[config.mk]
export PLATFORM = sky130hd
export DESIGN_NAME = ext_dbl_conv
export DESIGN_NICKNAME = d
export VERILOG_FILES = /design/src/rtl/ext_dbl_pkg.sv /design/src/rtl/ext_dbl_narrow.sv /design/src/rtl/ext_dbl_widen.sv /design/src/rtl/ext_dbl_reg.sv /design/src/rtl/ext_dbl_conv.sv
export SDC_FILE = /design/constraint.sdc
export NUM_CORES = 1
export LEC_CHECK = 0
export ABC_AREA = 1
export CAP_MARGIN = 25
export CORE_AREA = 2 2 153 95
export DETAILED_ROUTE_END_ITERATION = 7
export DIE_AREA = 0 0 155 97
export PLACE_DENSITY = 0.91
export SYNTH_ARGS = -nofsm -noshare
export SYNTH_HDL_FRONTEND = slang
export SYNTH_SLANG_ARGS = --single-unit
export TNS_END_PERCENT = 10
[constraint.sdc]
create_clock -name clk -period 3.5 [get_ports clk]
set_input_delay 0.7 -clock clk [delete_from_list [all_inputs] [get_ports clk]]
set_output_delay 0.7 -clock clk [all_outputs]
set_load 0.005 [all_outputs]
[src/rtl/ext_dbl_pkg.sv]
package ext_dbl_pkg;
  typedef enum logic {
    DIR_NARROW = 1'b0,
    DIR_WIDEN  = 1'b1
  } conv_dir_e;
endpackage

[src/rtl/ext_dbl_narrow.sv]
module ext_dbl_narrow #(
  parameter int XEXP_W  = 15,
  parameter int XSIG_W  = 64,
  parameter int DEXP_W  = 11,
  parameter int DFRAC_W = 52,
  parameter int FOLD_W  = 10
) (
  input  logic [XEXP_W+XSIG_W:0]  wide_word,
  output logic [DEXP_W+DFRAC_W:0] narrow_word
);
  localparam int XW    = 1 + XEXP_W + XSIG_W;
  localparam int DW    = 1 + DEXP_W + DFRAC_W;
  localparam int UW    = XEXP_W + 2;
  localparam int XBIAS = (1 << (XEXP_W - 1)) - 1;
  localparam int DBIAS = (1 << (DEXP_W - 1)) - 1;
  localparam logic signed [UW-1:0]   XBIAS_S = UW'(XBIAS);
  localparam logic [DEXP_W-1:0]      DBIAS_V = DEXP_W'(DBIAS);
  localparam logic [XSIG_W-1:0]      INF_SIG = {1'b1, {(XSIG_W-1){1'b0}}};

  logic                  sgn;
  logic [XEXP_W-1:0]     xexp;
  logic [XSIG_W-1:0]     xsig;
  logic signed [UW-1:0]  unb;
  logic [UW-1:0]         unb_u;
  logic [UW-1:0]         mag;
  logic [DEXP_W-1:0]     folded;
  logic                  above;
  logic                  is_inf;
  logic [DEXP_W-1:0]     dexp;

  always_comb begin
    sgn    = wide_word[XW-1];
    xexp   = wide_word[XW-2 -: XEXP_W];
    xsig   = wide_word[XSIG_W-1:0];
    unb    = $signed({2'b00, xexp}) - XBIAS_S;
    unb_u  = unb;
    mag    = unb_u[UW-1] ? (~unb_u + 1'b1) : unb_u;
    folded = DEXP_W'(mag[FOLD_W-1:0]);
    above  = !unb_u[UW-1] && (unb_u != '0);
    dexp   = above ? (DBIAS_V + folded) : (DBIAS_V - folded);
    is_inf = (&xexp) && (xsig == INF_SIG);
    if (is_inf) begin
      narrow_word = {sgn, {DEXP_W{1'b1}}, {DFRAC_W{1'b0}}};
    end else begin
      narrow_word = {sgn, dexp, xsig[XSIG_W-2 -: DFRAC_W]};
    end
  end

  logic unused_ok;
  assign unused_ok = ^{DW[0], xsig[XSIG_W-DFRAC_W-2:0]};
endmodule

[src/rtl/ext_dbl_widen.sv]
module ext_dbl_widen #(
  parameter int XEXP_W  = 15,
  parameter int XSIG_W  = 64,
  parameter int DEXP_W  = 11,
  parameter int DFRAC_W = 52
) (
  input  logic [DEXP_W+DFRAC_W:0] narrow_word,
  output logic [XEXP_W+XSIG_W:0]  wide_word
);
  localparam int DW     = 1 + DEXP_W + DFRAC_W;
  localparam int PAD_W  = XSIG_W - 1 - DFRAC_W;
  localparam int XBIAS  = (1 << (XEXP_W - 1)) - 1;
  localparam int DBIAS  = (1 << (DEXP_W - 1)) - 1;
  localparam logic [XEXP_W-1:0] REBIAS = XEXP_W'(XBIAS - DBIAS);

  logic               sgn;
  logic [DEXP_W-1:0]  dexp;
  logic [DFRAC_W-1:0] frac;
  logic               nonzero;

  always_comb begin
    sgn     = narrow_word[DW-1];
    dexp    = narrow_word[DW-2 -: DEXP_W];
    frac    = narrow_word[DFRAC_W-1:0];
    nonzero = |narrow_word[DW-2:0];
    if (nonzero) begin
      wide_word = {sgn, XEXP_W'(dexp) + REBIAS, 1'b1, frac, {PAD_W{1'b0}}};
    end else begin
      wide_word = {sgn, {(XEXP_W + XSIG_W){1'b0}}};
    end
  end
endmodule

[src/rtl/ext_dbl_reg.sv]
module ext_dbl_reg #(
  parameter int W = 64
) (
  input  logic         clk,
  input  logic         rst,
  input  logic         load,
  input  logic [W-1:0] d,
  output logic [W-1:0] q
);
  always_ff @(posedge clk) begin
    if (rst) begin
      q <= '0;
    end else if (load) begin
      q <= d;
    end
  end
endmodule

[src/rtl/ext_dbl_conv.sv]
module ext_dbl_conv #(
  parameter int XEXP_W  = 15,
  parameter int XSIG_W  = 64,
  parameter int DEXP_W  = 11,
  parameter int DFRAC_W = 52,
  parameter int FOLD_W  = 10
) (
  input  logic                      clk,
  input  logic                      rst,
  input  logic                      req_valid,
  input  logic                      req_dir,
  input  logic [XEXP_W+XSIG_W:0]    ext_in,
  input  logic [DEXP_W+DFRAC_W:0]   dbl_in,
  output logic                      out_valid,
  output logic [DEXP_W+DFRAC_W:0]   dbl_out,
  output logic [XEXP_W+XSIG_W:0]    ext_out
);
  import ext_dbl_pkg::*;

  localparam int XW = 1 + XEXP_W + XSIG_W;
  localparam int DW = 1 + DEXP_W + DFRAC_W;

  conv_dir_e      dir;
  logic [DW-1:0]  narrow_res;
  logic [XW-1:0]  widen_res;
  logic           load_narrow;
  logic           load_widen;

  assign dir         = conv_dir_e'(req_dir);
  assign load_narrow = req_valid && (dir == DIR_NARROW);
  assign load_widen  = req_valid && (dir == DIR_WIDEN);

  ext_dbl_narrow #(
    .XEXP_W(XEXP_W), .XSIG_W(XSIG_W), .DEXP_W(DEXP_W),
    .DFRAC_W(DFRAC_W), .FOLD_W(FOLD_W)
  ) u_narrow (
    .wide_word   (ext_in),
    .narrow_word (narrow_res)
  );

  ext_dbl_widen #(
    .XEXP_W(XEXP_W), .XSIG_W(XSIG_W), .DEXP_W(DEXP_W), .DFRAC_W(DFRAC_W)
  ) u_widen (
    .narrow_word (dbl_in),
    .wide_word   (widen_res)
  );

  ext_dbl_reg #(.W(DW)) u_dbl_q (
    .clk (clk), .rst (rst), .load (load_narrow), .d (narrow_res), .q (dbl_out)
  );

  ext_dbl_reg #(.W(XW)) u_ext_q (
    .clk (clk), .rst (rst), .load (load_widen), .d (widen_res), .q (ext_out)
  );

  ext_dbl_reg #(.W(1)) u_vld_q (
    .clk (clk), .rst (rst), .load (1'b1), .d (req_valid), .q (out_valid)
  );
endmodule

==> results.md <==
* Avg Cell Area, Syn at 6.80 um^2
* Synth Area in Compound Gates at 12.9%
* # rows at 33
* Via count at 6,704
* Metal1 wirelength at 9.12 mm
* CP max FO at 10
* Ports at between 200 and 300
* Worst Tran Pin Value at 1070 ps
* First-pass GRT wire length at between 30 and 40 mm
* Die H at 97 um
* Startpoint Class: primary input
* Ys Warns at 0
* Adder-cell share of the synthesized area at 0.422%
* Post-CTS setup buffers at 0
* Initial antenna violation count at 0
* # DRC at 0
* Crit path max-delay cell type: clkdlybuf4s50_1
* Post-synthesis sequential area ratio at 44.2%
* Dpl hpwl at 15.5 mm
* TritonCTS buffer count at 17
* Cts hold-fix bufs at 0
* CP cell instances: clkdlybuf4s50_1 > ha_1 > nand3_1 > inv_1 > nand3_1 > nand2_1 > inv_1 > a21oi_1 > nand2_1 > nor2_1 > nand2_1 > nand2_2 > inv_2 > nand3_1 > nand2_1 > nor2_1 > nor2_1
* Initial Utilization at 44.0%
* GRT overflow at 0
* Part of the cycle the worst path needs at 85.7%
* Largest net degree at the start of global routing at between 60 and 70
* Status: completed
* Max cap viols at 0
* RSZ-0062 raised after global routing: no
* Resize count post-CTS at 0
* Commonest non-fill, non-tap cells in the layout: nand2_1, clkdlybuf4s50_1, dfxtp_1
* Crit path arrival time at ~3300 ps
* Fin. Hold Viols at 0
* Clk_lat worst skew at 400 ps
* CP endpoint kind: register
* Longest Clk Path Bufs at 2
* Final setup TNS at 0 ps
* Drt first pass iters at 5
* Seq cells post-synth at 131
* CTS root buf: clkbuf_16
* XOR/XNOR share of the synthesized area at less than 1%
* Crit path top cell by count: nand2_1
* WL final at around 21 mm
* Max_slew headroom at 27.7%
* Slew Viols, Final at 0
* Async set-reset flop share out of synthesis at 0%
* Post-synth top area share at 44.2%
* Share of layout cells above drive strength 1 at 5.74%
* HP Class: reg2reg
* Clock skew at 0 ps
* Mapped Cells at 873
* Fmax at 0.333 GHz
* WL/cell at 15.6 um
* Critical path class: in2reg
* H-tree levels at 4
* Top Layer Used: met4
* Largest family of logic cells by synthesized area: simple AND/OR/NAND/NOR gates
* Max rail drop VDD at 0.331 mV
* CP peak stage delay at 560 ps
* Diode count at 0
* Main flop type after synthesis: dfxtp_1
* Vias in the first global route at a little over 6,000
* Die footprint at 15,000 um^2
* GPL Wtd Cong at 0.947
* Met3 WL post-DR at 1.77 mm
* Syn-to-layout area delta at 58.1%
* Post-place instance area at 8810 um^2
* Buffers added on ports at 281
* Global Route Usage Sum at between 20% and 30%
* Req. time, crit path at 3790 ps
* PwrDens at 425 nW/um^2
* Final setup viols at 0
* Multiplexer share of the synthesized area at 0%
* Post-Synth Simple-Gate Area at 34.6%
* Detail Route met2 WL at 9.33 mm
* CTS tree: built
* Area leader, netlist: dfxtp_1
* Hold slack final at approximately 460 ps
* Number of synthesized flops with an enable pin at 0
* Core ar. at 13,500 um^2
* Number of DRC markers in iteration 0 at 523
* Layout Nets at around 1,300
* Mapped Area at 5930 um^2
* Vias per cell at 5.06
* Clk sink count at 131
* ANT nets after route at 0
* Final std cell area, no fill at ~9400 um^2
* Die Wd at 155 um
* Clk slew on worst S/H paths at 60 ps
* Minimum clock period at 3000 ps
* Ranking of synthesized cells by area: dfxtp_1, nand2_1, a21oi_1
* Most common library cell in the layout ignoring fill and taps: nand2_1
* Netlist cell types at 33
* Leakage power at 3.71 nW
-- sequential cells by signal, indices dropped and copies added (netlist names) --
register / count
u_vld_q.q: 1
u_dbl_q.q: 64
u_ext_q.q: 66
-- worst max-delay path: cells and delay by family --
family                     cells  cell delay [ps]
and+or+nand+nor               11             1250
buffers and inverters          4              910
adders and majority gates      1              300
AOI/OAI and AO/OA              1              110
-- metal layers --
layer / track usage (%) / vias to the layer above
met1: 35.7 / 3045
met4: 9.26 / 0
li1: - / 3332
met5: 0 / -
met2: 40.9 / 293
met3: 8.15 / 34
-- power breakdown --
group	leakage (nW)	switching, W	total (W)	internal (W)
sequential	1.07	0.0000400	0.00160	0.00156
clock	0.269	0.000721	0.00172	0.00100
combinational	2.36	0.000303	0.000658	0.000355
total	3.71	0.00106	0.00398	0.00292
-- metrics by stage --
step           worst slack, ps  std cells  total power [W]  utilization (%)
2_1_floorplan             1190        883          0.00189                -
3_3_place_gp               234       1292          0.00228             65.3
3_5_place_dp               146       1292          0.00229             65.3
4_1_cts                    560       1324          0.00401             69.5
5_1_grt                    239       1324          0.00417             69.5
6_report                   501       1324          0.00398             69.5
-- cell type report --
cell class,count,area (um^2)
Fill cell,1091,4120
Multi-Input combinational cell,649,2920
Timing Repair Buffer,289,2870
Sequential cell,131,2620
Clock buffer,18,429
Tap cell,175,219
Inverter,48,183
Clock inverter,14,140
-- synth_stat cells, types with 2 or more instances --
cell type  number
nand3_1        28
inv_2           2
buf_1          11
nand2_2         9
o21bai_1        2
nand2_1       324
nand4_1        11
nor2_4          3
clkbuf_1       30
nor2_2          3
nor3_1          4
buf_4          14
ha_1            2
nor2_1         71
nand3_2         2
xor2_1          3
nand3b_1        8
nor4_1         20
a21oi_1       120
o21ai_0        19
dfxtp_1       131
inv_1          45
-- kinds of logic after synthesis --
logic type / Yosys count
AOI/OAI and AO/OA: 147
xor gates and xnor gates: 3
adders and majority gates: 2
buffers and inverters: 103
DFF: 131
other: 1
and+or+nand+nor: 486
-- final timing paths --
| check | from | to | slack [ps] | depth (start not counted) |
|---|---|---|---|---|
| max | ext_in[64] | u_dbl_q.q[61] | 500 | 17 |
| min | u_dbl_q.q[4] | u_dbl_q.q[4] | 460 | 2 |
| max reg2reg | u_ext_q.q[77] | u_ext_q.q[77] | 2770 | 2 |
| min reg2reg | u_dbl_q.q[4] | u_dbl_q.q[4] | 460 | 2 |
No activity file was read; power rests on OpenSTA's default activity.
